`src/rtl/pirg_pkg.sv`:
```
package pirg_pkg;
  localparam int PER_W  = 16;
  localparam int CODE_W = 4;

  typedef logic [PER_W-1:0]  per_t;
  typedef logic [CODE_W-1:0] code_t;

  // log2 of the tick spacing for a rate code
  function automatic code_t rate_shift(input code_t code);
    case (code)
      4'd0:    return 4'd0;
      4'd1:    return 4'd8;
      4'd2:    return 4'd7;
      default: return code - 4'd1;
    endcase
  endfunction

  function automatic per_t rate_period(input code_t code);
    if (code == '0) return '0;
    return per_t'(1) << rate_shift(code);
  endfunction
endpackage

```
`src/rtl/pirg_rate_decode.sv`:
```
module pirg_rate_decode
  import pirg_pkg::*;
(
  input  code_t      code_i,
  input  logic       pie_i,
  input  logic [2:0] div_i,
  output per_t       period_o,
  output code_t      shift_o,
  output logic       running_o
);
  always_comb begin
    period_o  = pie_i ? rate_period(code_i) : '0;
    shift_o   = rate_shift(code_i);
    running_o = (div_i <= 3'd2);
  end
endmodule

```
`src/rtl/pirg_phase.sv`:
```
module pirg_phase
  import pirg_pkg::*;
(
  input  logic  clk,
  input  logic  rst_n,
  input  logic  strobe_i,
  input  logic  rate_wr_i,
  input  logic  comp_i,
  input  logic  active_i,
  input  per_t  period_i,
  input  code_t shift_i,
  output logic  tick_evt_o,
  output per_t  carry_o
);
  per_t           elapsed_q;
  logic [PER_W:0] elapsed_inc;
  logic           over;

  always_comb begin
    elapsed_inc = {1'b0, elapsed_q} + (PER_W+1)'(1);
    over        = (elapsed_q >= period_i);
    tick_evt_o  = active_i && strobe_i && !rate_wr_i &&
                  (elapsed_inc >= {1'b0, period_i});
    carry_o     = (active_i && rate_wr_i && over && comp_i) ?
                  (elapsed_q >> shift_i) : '0;
  end

  always_ff @(posedge clk or negedge rst_n) begin
    if (!rst_n) begin
      elapsed_q <= '0;
    end else if (!active_i) begin
      elapsed_q <= '0;
    end else if (rate_wr_i) begin
      if (over)
        elapsed_q <= comp_i ? (elapsed_q & (period_i - per_t'(1)))
                            : (period_i - per_t'(1));
    end else if (strobe_i) begin
      elapsed_q <= tick_evt_o ? '0 : elapsed_inc[PER_W-1:0];
    end
  end
endmodule

```
`src/rtl/pirg_slot.sv`:
```
module pirg_slot
  import pirg_pkg::*;
(
  input  logic       clk,
  input  logic       rst_n,
  input  logic       strobe_i,
  input  logic       rate_wr_i,
  input  logic       active_i,
  input  logic       miss_nz_i,
  input  logic       miss_chg_i,
  input  logic       block_i,
  input  per_t       period_i,
  input  logic [3:0] slots_i,
  output logic       slot_evt_o
);
  per_t           cnt_q;
  per_t           len;
  logic [PER_W:0] cnt_inc;
  logic           hit;

  always_comb begin
    len = period_i / per_t'(slots_i);
    if (len == '0) len = per_t'(1);
    cnt_inc    = {1'b0, cnt_q} + (PER_W+1)'(1);
    hit        = active_i && miss_nz_i && strobe_i && !rate_wr_i &&
                 (cnt_inc >= {1'b0, len});
    slot_evt_o = hit && !block_i;
  end

  always_ff @(posedge clk or negedge rst_n) begin
    if (!rst_n)
      cnt_q <= '0;
    else if (!active_i || !miss_nz_i || miss_chg_i)
      cnt_q <= '0;
    else if (strobe_i && !rate_wr_i)
      cnt_q <= hit ? '0 : cnt_inc[PER_W-1:0];
  end
endmodule

```
`src/rtl/pirg_miss.sv`:
```
module pirg_miss
  import pirg_pkg::*;
#(
  parameter int MISS_W = 16
) (
  input  logic              clk,
  input  logic              rst_n,
  input  logic              clr_i,
  input  logic              inc_i,
  input  per_t              add_i,
  input  logic              dec_i,
  output logic [MISS_W-1:0] miss_o,
  output logic              chg_o
);
  localparam int SUM_W = MISS_W + PER_W + 1;
  localparam logic [SUM_W-1:0] MAXV = SUM_W'({MISS_W{1'b1}});

  logic [MISS_W-1:0] miss_q, miss_d;
  logic [SUM_W-1:0]  sum;

  always_comb begin
    sum = SUM_W'(miss_q) + SUM_W'(add_i) + SUM_W'(inc_i) - SUM_W'(dec_i);
    if (clr_i)          miss_d = '0;
    else if (sum > MAXV) miss_d = '1;
    else                 miss_d = sum[MISS_W-1:0];
    chg_o  = (miss_d != miss_q);
    miss_o = miss_q;
  end

  always_ff @(posedge clk or negedge rst_n) begin
    if (!rst_n) miss_q <= '0;
    else        miss_q <= miss_d;
  end

  // a full counter never wraps toward zero
  p_no_overflow_r8: assert property (@(posedge clk) disable iff (!rst_n)
    (miss_q == {MISS_W{1'b1}} && !clr_i) |=> (miss_q >= {MISS_W{1'b1}} - {{(MISS_W-1){1'b0}}, 1'b1}));
endmodule

```
`src/rtl/periodic_irq_gen.sv`:
```
module periodic_irq_gen
  import pirg_pkg::*;
#(
  parameter int MISS_W    = 16,
  parameter int REINJ_MAX = 20
) (
  input  logic              clk,
  input  logic              rst_n,
  input  logic              base_en,
  input  logic [3:0]        rate_sel,
  input  logic [2:0]        div_ctl,
  input  logic              pie_en,
  input  logic              comp_en,
  input  logic              rate_wr,
  input  logic              flag_rd,
  output logic              tick_o,
  output logic              irq_o,
  output logic              per_flag_o,
  output logic [MISS_W-1:0] miss_cnt_o
);
  localparam int BURST_W = $clog2(REINJ_MAX + 1);

  per_t               period;
  code_t              shift;
  logic               running, active, enabled;
  logic               tick_evt, slot_evt;
  per_t               carry;
  logic [MISS_W-1:0]  miss;
  logic               miss_chg, miss_nz;
  logic [3:0]         slots;
  logic               reinj, undelivered, slot_deliver, set_flags;
  logic               tick_q, irq_q, pf_q;
  logic [BURST_W-1:0] burst_q;

  pirg_rate_decode u_dec (
    .code_i(rate_sel), .pie_i(pie_en), .div_i(div_ctl),
    .period_o(period), .shift_o(shift), .running_o(running)
  );

  pirg_phase u_phase (
    .clk(clk), .rst_n(rst_n), .strobe_i(base_en), .rate_wr_i(rate_wr),
    .comp_i(comp_en), .active_i(active), .period_i(period), .shift_i(shift),
    .tick_evt_o(tick_evt), .carry_o(carry)
  );

  pirg_slot u_slot (
    .clk(clk), .rst_n(rst_n), .strobe_i(base_en), .rate_wr_i(rate_wr),
    .active_i(active), .miss_nz_i(miss_nz), .miss_chg_i(miss_chg),
    .block_i(tick_evt || flag_rd), .period_i(period), .slots_i(slots),
    .slot_evt_o(slot_evt)
  );

  pirg_miss #(.MISS_W(MISS_W)) u_miss (
    .clk(clk), .rst_n(rst_n), .clr_i(!enabled), .inc_i(undelivered),
    .add_i(carry), .dec_i(reinj || slot_deliver),
    .miss_o(miss), .chg_o(miss_chg)
  );

  always_comb begin
    enabled      = (period != '0);
    active       = enabled && running;
    miss_nz      = (miss != '0);
    slots        = (miss >= MISS_W'(7)) ? 4'd8 : ({1'b0, miss[2:0]} + 4'd1);
    reinj        = flag_rd && !tick_evt && miss_nz && pie_en &&
                   (burst_q < BURST_W'(REINJ_MAX));
    undelivered  = tick_evt && comp_en && irq_q && !flag_rd;
    slot_deliver = slot_evt && !irq_q;
    set_flags    = tick_evt || slot_deliver || reinj;
  end

  always_ff @(posedge clk or negedge rst_n) begin
    if (!rst_n) begin
      tick_q  <= 1'b0;
      irq_q   <= 1'b0;
      pf_q    <= 1'b0;
      burst_q <= '0;
    end else begin
      tick_q <= tick_evt;
      if (set_flags) begin
        irq_q <= 1'b1;
        pf_q  <= 1'b1;
      end else if (flag_rd) begin
        irq_q <= 1'b0;
        pf_q  <= 1'b0;
      end
      if (tick_evt)   burst_q <= '0;
      else if (reinj) burst_q <= burst_q + BURST_W'(1);
    end
  end

  assign tick_o     = tick_q;
  assign irq_o      = irq_q;
  assign per_flag_o = pf_q;
  assign miss_cnt_o = miss;

  // the shortest period is four strobes, so a tick never repeats at once
  p_tick_gap_r1: assert property (@(posedge clk) disable iff (!rst_n)
    tick_o |=> !tick_o);
  // a tick is always seen with both flags up
  p_tick_flags_r2: assert property (@(posedge clk) disable iff (!rst_n)
    tick_o |-> (irq_o && per_flag_o));
  // an off generator is silent and owes nothing
  p_off_quiet_r3: assert property (@(posedge clk) disable iff (!rst_n)
    (!pie_en || rate_sel == 4'd0) |=> (!tick_o && miss_cnt_o == '0));
  // divider hold suppresses ticks
  p_hold_quiet_r4: assert property (@(posedge clk) disable iff (!rst_n)
    (div_ctl > 3'd2) |=> !tick_o);
  // a read with nothing owed and no strobe leaves the flags low
  p_rd_clears_r9: assert property (@(posedge clk) disable iff (!rst_n)
    (flag_rd && !base_en && miss_cnt_o == '0) |=> (!irq_o && !per_flag_o));
  // an eligible read re-injects one owed tick
  p_reinj_r9: assert property (@(posedge clk) disable iff (!rst_n)
    (flag_rd && !base_en && !rate_wr && pie_en && rate_sel != 4'd0 &&
     miss_cnt_o != '0 && burst_q < BURST_W'(REINJ_MAX))
    |=> (irq_o && miss_cnt_o == $past(miss_cnt_o) - {{(MISS_W-1){1'b0}}, 1'b1}));
  // a rate write is never followed directly by a tick
  p_rate_wr_r12: assert property (@(posedge clk) disable iff (!rst_n)
    rate_wr |=> !tick_o);
endmodule

```
`config.mk`:
```
export PLATFORM = sky130hd
export DESIGN_NAME = periodic_irq_gen
export DESIGN_NICKNAME = d
export VERILOG_FILES = /design/src/rtl/pirg_pkg.sv /design/src/rtl/pirg_rate_decode.sv /design/src/rtl/pirg_phase.sv /design/src/rtl/pirg_slot.sv /design/src/rtl/pirg_miss.sv /design/src/rtl/periodic_irq_gen.sv
export SDC_FILE = /design/constraint.sdc
export NUM_CORES = 1
export LEC_CHECK = 0
export CELL_PAD_IN_SITES_DETAIL_PLACEMENT = 0
export CELL_PAD_IN_SITES_GLOBAL_PLACEMENT = 2
export CORE_AREA = 8 8 177 179
export CTS_BUF_LIST = sky130_fd_sc_hd__clkbuf_16
export DETAILED_ROUTE_END_ITERATION = 16
export DIE_AREA = 0 0 185 187
export GPL_TIMING_DRIVEN = 0
export PLACE_DENSITY = 0.95
export SYNTH_ARGS = -nofsm -noshare
export SYNTH_HDL_FRONTEND = slang
export SYNTH_SLANG_ARGS = --single-unit
```
`constraint.sdc`:
```
create_clock -name clk -period 78.8 [get_ports clk]
set_input_delay 15.76 -clock clk [delete_from_list [all_inputs] [get_ports clk]]
set_output_delay 15.76 -clock clk [all_outputs]
set_load 0.03 [all_outputs]
```
==> metrics, run 1 <==
Post-CTS Resized 0; slowest CP cell a211oi_1; Yosys top cell by area ha_1; Register Area 0.00138 sq mm; CP max stage delay 0.73 ns; CP Capture Type flip-flop; share of the synthesized area in the top cell type 16.5%; Relative slew margins 19.5%; Max-Cap Viols 0; DRC viols 0; vias in the first global route 11.0k; fin nets between 1.5k and 2k; #FFs+latches synth 55; Seq/Total Area, Yosys 11.7%; H-tree depth 2; top cells by area, synth ha_1 16%, dfrtp_1 12%, xnor2_1 5.3%; Syn Area/Cell 7.65 sq um; Syn-to-layout area delta 8.28%; gr ovfl total 0; Slew Limit Fails 0; Main synth FF type dfrtp_1; CP Launch Type primary input; Tcrit/Tclk final 72.4%; Die W 185 um; Final Instance Area 0.0127 sq mm; clk sinks 55; CTS tree built; Tightest Pin Transition ~1.2 ns; Final min period 57.07 ns; area of the multi-input gates 0.00993 sq mm; first-pass GRT wire length 55.9 mm; die area between 0.03 and 0.04 sq mm; DR iter-0 viols 640; worst hold path type flip-flop to flip-flop; gpl congestion 0.929; Setup TNS 0 ns; Post-CTS Setup Bufs 0; Syn Nets 1709; number of port buffers 31; met1 Use GR 25.9%; WP data required 79.05 ns; die height 187 um; via count 11.3k; CTS Buf Count 5; DRT Wirelength 34.0 mm; Max Buffers Root-to-Sink 2; status finished clean; fmax 17.5 MHz; drt first pass iters 5; via/cell ratio 5.76; Hold Vio Cnt, Final 0; synth warn 0; top post-synthesis cells by count 157 x nor2_1, 155 x ha_1, 124 x nand2_1; post-route ant nets 0; starting density of the core 41.5%; library cells used by synthesis 116; layout cell share with drive strength beyond 1 7.98%; RSZ-0062 raised after global routing false; Cell Area, Synth between 0.01 and 0.015 sq mm; hold_buf cts 0; skew final ~0.011 ns; Placement Cell Area 0.0126 sq mm; wire length per cell 17.3 um; Synth async-reset ratio 100%; antenna diode count 0; WHS 0.529 ns; Post-synth EDFFs 0; crit-path max FO 10; Worst Path Arrival 57.32 ns; GR Util met3 1.67%; core box area 0.0284 sq mm; most frequent cell after synthesis nor2_1; M2 GR Usage between 30% and 40%; DP HPWL between 20 and 30 mm; final setup violation count 0; fill count 2885; GRT Total Usage about a fifth; largest net degree at the start of global routing 32; CTS clk-pin slew, worst paths approximately 0.09 ns; Ports 33; antenna violations before repair 0; # rows 62; Crit Path Class primary input to flip-flop; cell count after synthesis 1538; Clock Latency Late Sink 0.32 ns; grt peak-use layer met2; root buffer cell clkbuf_16
-- area by class of cell --
type	count	share of cell area (%)
Timing Repair Buffer	32	2.55
Buffer	34	1.18
Inverter	86	2.57
Sequential cell	55	10.8
Tap cell	384	3.77
Clock buffer	5	0.982
Multi-Input combinational cell	1363	77.9
Clock inverter	3	0.265
-- state kept, by name (all words and copies together), names as in the netlist --
signal	count
u_slot.cnt_q	16
tick_o	1
burst_q	5
u_phase.elapsed_q	16
u_miss.miss_o	16
per_flag_o	1
-- layout by cell type (no fill, tap or decap), types with 6 or more instances in the layout --
cell,n
clkdlybuf4s50_1,30
mux2i_1,43
or2_2,13
a31oi_1,13
nor2_1,157
a311oi_1,6
a21oi_2,6
or3_1,20
a22oi_1,7
nand2_1,124
o21a_1,45
a211oi_1,8
o31ai_1,7
nor3_1,43
o21bai_1,19
clkbuf_1,26
nor4_1,16
nand2b_1,24
o21ai_1,6
and4_1,6
dfrtp_1,55
nand4_1,22
xnor2_1,71
a21oi_1,93
o211ai_1,18
and3_1,17
ha_1,155
inv_1,83
nand3_1,32
nor2b_1,33
o21ai_0,110
xor2_1,42
o31a_1,6
a21o_1,29
mux2_2,12
and2_1,14
o211a_1,7
-- worst max-delay path: cells and delay by family --
kind	cells	cell delay [ns]
buffers and inverters	12	2.82
adders and majority gates	20	5.66
xor gates and xnor gates	2	0.24
and+or+nand+nor	51	11.27
muxes	2	0.66
AOI/OAI and AO/OA	96	20.88
-- final timing paths --
check,startpoint,to,slack (ns),cells after the start
min reg2reg,burst_q[4]$_DFFE_PN0P_,burst_q[4]$_DFFE_PN0P_,0.53,2
min in group asynchronous,rst_n,burst_q[0]$_DFFE_PN0P_,15.45,1
max in group asynchronous,rst_n,u_phase.elapsed_q[10]$_DFFE_PN0P_,62.74,2
max reg2reg,u_miss.miss_o[3]$_DFF_PN0_,u_slot.cnt_q[8]$_DFFE_PN0P_,37.29,177
min,burst_q[4]$_DFFE_PN0P_,burst_q[4]$_DFFE_PN0P_,0.53,2
max,rate_sel[0],u_slot.cnt_q[8]$_DFFE_PN0P_,21.73,183
-- cells by family (layout without fill, tap and decap cells) --
kind of cell,count (synthesis),count (layout),share of synthesized area (%)
buffers and inverters,120,160,4.06
multiplexers,62,62,5.70
AO/OA/AOI/OAI,464,464,28.3
flip-flops,55,55,11.7
AND/OR/NAND/NOR,565,565,24.9
XOR/XNOR,113,113,8.41
adder cells (fa/ha/maj),159,159,17.0
-- per-layer routing --
metal | up-vias | routed length, um
met1 | 5288 | 16400
met4 | 0 | 716
li1 | 5748 | -
met2 | 222 | 15900
met5 | - | 0
met3 | 40 | 995
-- per-stage QoR --
step	instances	utilization, %	worst slack (ns)
3_5_place_dp	1954	44.3	21.79
6_report	1962	44.9	21.73
3_3_place_gp	1953	44.2	22.21
2_1_floorplan	1538	-	29.67
4_1_cts	1962	44.9	21.94
5_1_grt	1962	44.9	17.85
Power of run 1 is left out: the tool's default activity adds up to more than one toggle a clock period on the data nets, which glitch-free logic cannot reach.
==> run 2: changes to the inputs <==
Settings changed: CORE_AREA 8 8 177 179 to 8 8 183 185, DIE_AREA 0 0 185 187 to 0 0 191 193, PLACE_DENSITY 0.95 to 0.93.
Clock period 78.8 ns to 56.4 ns, I/O delays scaled along.
==> run 2 against run 1 <==
  * Sequential share of layout area about the same
  * Via count up 1.8%
  * Routed wire length up 1.5%
  * Core utilization down 3.5 points
  * Critical endpoint is now u_slot.cnt_q[3]$_DFFE_PN0P_
==> metrics, run 2 (synthesized netlist as in run 1, its figures left out) <==
status finished clean; Die W 191 um; CP Launch Type primary input; Clock Latency Late Sink 0.32 ns; Hold Vio Cnt, Final 0; gr ovfl total 0; gpl congestion 0.945; r2r startpoint u_miss.miss_o[9]$_DFF_PN0_; first-pass GRT wire length 57.0 mm; starting density of the core 38.2%; antenna violations before repair 0; antenna diode count 0; Relative slew margins 13.1%; flop2flop setup slack 14.42 ns; Ports 33; Placement Cell Area between 0.01 and 0.015 sq mm; CP Capture Type flip-flop; CTS Buf Count 5; fmax between 15 and 20 MHz; WHS 0.518 ns; post-route ant nets 0; crit-path max FO 10; skew final 0.0136 ns; critical path launch point rate_sel[0]; DRT Wirelength around 35 mm; wire length per cell 17.4 um; Crit Path Class primary input to flip-flop; Final Instance Area about 0.013 sq mm; final setup violation count 0; vias in the first global route 11.2k; slowest CP cell a211oi_1; CP max stage delay 0.69 ns; Max-Cap Viols 0; Max Buffers Root-to-Sink 2; crit path to u_slot.cnt_q[3]$_DFFE_PN0P_; DRC viols 0; number of port buffers 31; fin nets 1747; Worst R2R Path Depth 177; H-tree depth 2; # rows between 60 and 70; commonest cells after routing, fill and taps aside 157 x nor2_1, 155 x ha_1, 124 x nand2_1; Setup TNS 0 ns; Tightest Pin Transition 1.30 ns; layout cell share with drive strength beyond 1 7.86%; via/cell ratio a little under 6; fin util approximately 41%; GRT Total Usage between 10% and 20%; root buffer cell clkbuf_16; core box area 0.0308 sq mm; commonest non-fill, non-tap cell in the layout nor2_1; drt first pass iters 6; Slew Limit Fails 0; clk sinks 55; Hold Crit Start burst_q[4]$_DFFE_PN0P_; die area 0.0369 sq mm; via count 11.5k; Final min period 53.13 ns; worst hold path type flip-flop to flip-flop; Reg-to-Reg End u_slot.cnt_q[3]$_DFFE_PN0P_; Syn-to-layout area delta 8.41%; Post-CTS Resized 0; Worst Path Arrival 53.38 ns; RSZ-0062 raised after global routing false; Post-CTS Setup Bufs 0; DP HPWL around 28 mm; hold_buf cts 0; CTS clk-pin slew, worst paths ~0.09 ns; WP data required 56.66 ns; largest net degree at the start of global routing 56; CTS tree built; DR iter-0 viols 636; Tcrit/Tclk final 94.2%; die height 193 um
==> run 2: cell count changes in the layout (fill, tap and decap cells not counted) <==
cell / previous run / this run
clkinv_4: 2 / 1
clkinv_8: 1 / 0
buf_2: 3 / 2
a311oi_2: 3 / 2
a311oi_1: 6 / 7
bufinv_16: 0 / 1
buf_4: 1 / 2
buf_12: 1 / 0
inv_8: 0 / 1
==> run 2: worst min path at each step <==
| stage | slack, ns | endpoint | depth (start not counted) |
|---|---|---|---|
| 2_1_floorplan | 0.46 | burst_q[4]$_DFFE_PN0P_ | 2 |
| 3_3_place_gp | 0.49 | burst_q[4]$_DFFE_PN0P_ | 2 |
| 3_5_place_dp | 0.49 | burst_q[4]$_DFFE_PN0P_ | 2 |
| 4_1_cts | 0.51 | burst_q[4]$_DFFE_PN0P_ | 2 |
| 5_1_grt | 0.59 | burst_q[4]$_DFFE_PN0P_ | 2 |
| 6_report | 0.52 | burst_q[4]$_DFFE_PN0P_ | 2 |
==> run 2: worst max-delay path, delay by kind of cell <==
kind,cells,cell delay (ns)
compound gates,96,21.03
fa+ha+maj,20,5.71
simple gates,51,11.39
mux,2,0.65
buf+inv,12,2.97
xor+xnor,2,0.27
==> run 2: stage by stage <==
step | setup slack, ns | instances
finish | 3.27 | 1979
global route | 0.0199 | 1979
CTS | 3.48 | 1979
detailed placement | 3.26 | 1971
global placement | 3.75 | 1971
floorplan | 11.75 | 1538
==> run 2: area by class of cell <==
class	count	area, sq um
fill	3165	18100
multi-input combinational	1363	9920
sequential	55	1380
tap	402	503
inverter	86	328
timing repair buffer	31	308
buffer	34	150
clock buffer	5	125
clock inverter	3	50.0
==> run 2: routing by layer <==
layer  GRT usage [%]  part of all wire [%]
met5               0                     0
met2            31.8                    47
met4            6.21                   2.9
met1            24.5                    47
met3            1.26                   3.0
Power of run 2 is left out for the same reason.
==> run 3: changes to the inputs <==
Settings changed: CORE_AREA 8 8 183 185 to 8 8 255 134, DIE_AREA 0 0 191 193 to 0 0 263 142, HOLD_SLACK_MARGIN from default to 0.08, SLEW_MARGIN from default to 30.
==> run 3 against run 2 <==
  * Via count is 3.1% higher
  * First-iteration DRC count is 68% higher
  * Register-to-register slack better by 0.22 ns
  * Critical path type unchanged
==> metrics, run 3 (synthesized netlist as in run 1, its figures left out) <==
status finished clean; WHS 0.543 ns; vias in the first global route 10.9k; gpl congestion 0.979; clk sinks 55; Tcrit/Tclk final 93.4%; Worst R2R Path Depth 179; Die W approximately 260 um; fill count 3146; Relative slew margins 34.0%; Hold EP burst_q[4]$_DFFE_PN0P_; wire length per cell 19.9 um; Max Buffers Root-to-Sink 2; fmax 19.0 MHz; Clock Latency Late Sink 0.32 ns; Tightest Pin Transition 0.982 ns; met1 Use GR 34.6%; CP max stage delay 0.61 ns; Syn-to-layout area delta 9.07%; DR iter-0 viols roughly 1.1k; fin nets roughly 1.8k; CTS Buf Count 5; CP Launch Type primary input; number of port buffers 31; first-pass GRT wire length 62.6 mm; gr ovfl total 0; DP HPWL between 30 and 40 mm; CTS tree built; GRT Total Usage just over 20%; commonest non-fill, non-tap cell in the layout nor2_1; Final min period between 50 and 60 ns; core box area 0.0308 sq mm; root buffer cell clkbuf_16; layout cell share with drive strength beyond 1 8.60%; Slew Limit Fails 0; hold-critical path depth 2; H-tree depth 2; r2r startpoint u_miss.miss_o[3]$_DFF_PN0_; starting density of the core 38.2%; antenna violations before repair 0; WP data required 56.65 ns; largest net degree at the start of global routing 30; slowest CP cell or4b_2; Register Area 0.00138 sq mm; CTS clk-pin slew, worst paths 0.09 ns; DRT Wirelength 39.6 mm; Ports 33; Hold Vio Cnt, Final 0; Worst Path Arrival around 53 ns; die height 142 um; area of the multi-input gates 0.00996 sq mm; GR Util met3 about 6.7%; DRC viols 0; CP Capture Type flip-flop; commonest cells after routing, fill and taps aside 157 x nor2_1, 155 x ha_1, 124 x nand2_1; Crit Path Class primary input to flip-flop; via/cell ratio just under 6; hold_buf cts 0; die area 0.0373 sq mm; antenna diode count 0; Max-Cap Viols 0; Hold Crit Start burst_q[4]$_DFFE_PN0P_; M2 GR Usage 24.7%; final setup violation count 0; grt peak-use layer met1; drt first pass iters 5; skew final 0.00860 ns; worst hold path type flip-flop to flip-flop; # rows between 40 and 50; flop2flop setup slack 14.64 ns; crit-path max FO 10; post-route ant nets 0; Reg-to-Reg End u_slot.cnt_q[2]$_DFFE_PN0P_; via count about 12k
-- run 3: stage by stage --
stage	worst slack (ns)	TNS, ns	cell area, sq um	cells	utilization (%)
floorplan	11.75	0	11800	1538	-
global placement	3.23	0	12600	1977	40.8
detailed placement	2.85	0	12600	1979	40.9
CTS	3.03	0	12800	1987	41.4
global route	-0.00302	-0.00302	12800	1990	41.6
finish	3.72	0	12800	1990	41.6
-- run 3: worst max path at each step --
stage | from | endpoint | slack, ns | cells past startpoint
global placement | rate_sel[0] | u_slot.cnt_q[1]$_DFFE_PN0P_ | 3.23 | 184
global route | rate_sel[0] | u_slot.cnt_q[6]$_DFFE_PN0P_ | -0.003 | 188
detailed placement | rate_sel[0] | u_slot.cnt_q[7]$_DFFE_PN0P_ | 2.85 | 184
CTS | rate_sel[0] | u_slot.cnt_q[2]$_DFFE_PN0P_ | 3.03 | 184
floorplan | rate_sel[0] | u_slot.cnt_q[10]$_DFFE_PN0P_ | 11.75 | 186
finish | rate_sel[0] | u_slot.cnt_q[2]$_DFFE_PN0P_ | 3.72 | 185
-- run 3: layout make-up --
type | instances | share of cell area [%]
Clock inverter | 3 | 0.214
Tap cell | 408 | 3.98
Timing Repair Buffer | 36 | 2.79
Multi-Input combinational cell | 1363 | 77.6
Buffer | 34 | 1.19
Clock buffer | 5 | 0.975
Sequential cell | 55 | 10.7
Inverter | 86 | 2.55
-- run 3: timing repair --
| item | CTS | global route |
|---|---|---|
| setup endpoints to repair | 0 | 16 |
| resized for setup | 0 | 7 |
| buffers inserted | 0 | 3 |
-- run 3: metal layers --
layer	up-vias	wire, um
li1	5765	-
met1	5675	22300
met2	411	13000
met3	14	4120
met4	0	195
met5	-	0
-- run 3: worst max-delay path: cells and delay by family --
family                     cells  cell delay (ns)
AOI/OAI and AO/OA             95            20.45
and+or+nand+nor               52            11.38
adders and majority gates     20             5.67
buffers and inverters         14             2.85
muxes                          2             0.65
xor gates and xnor gates       2             0.56
Power of run 3 is left out for the same reason.
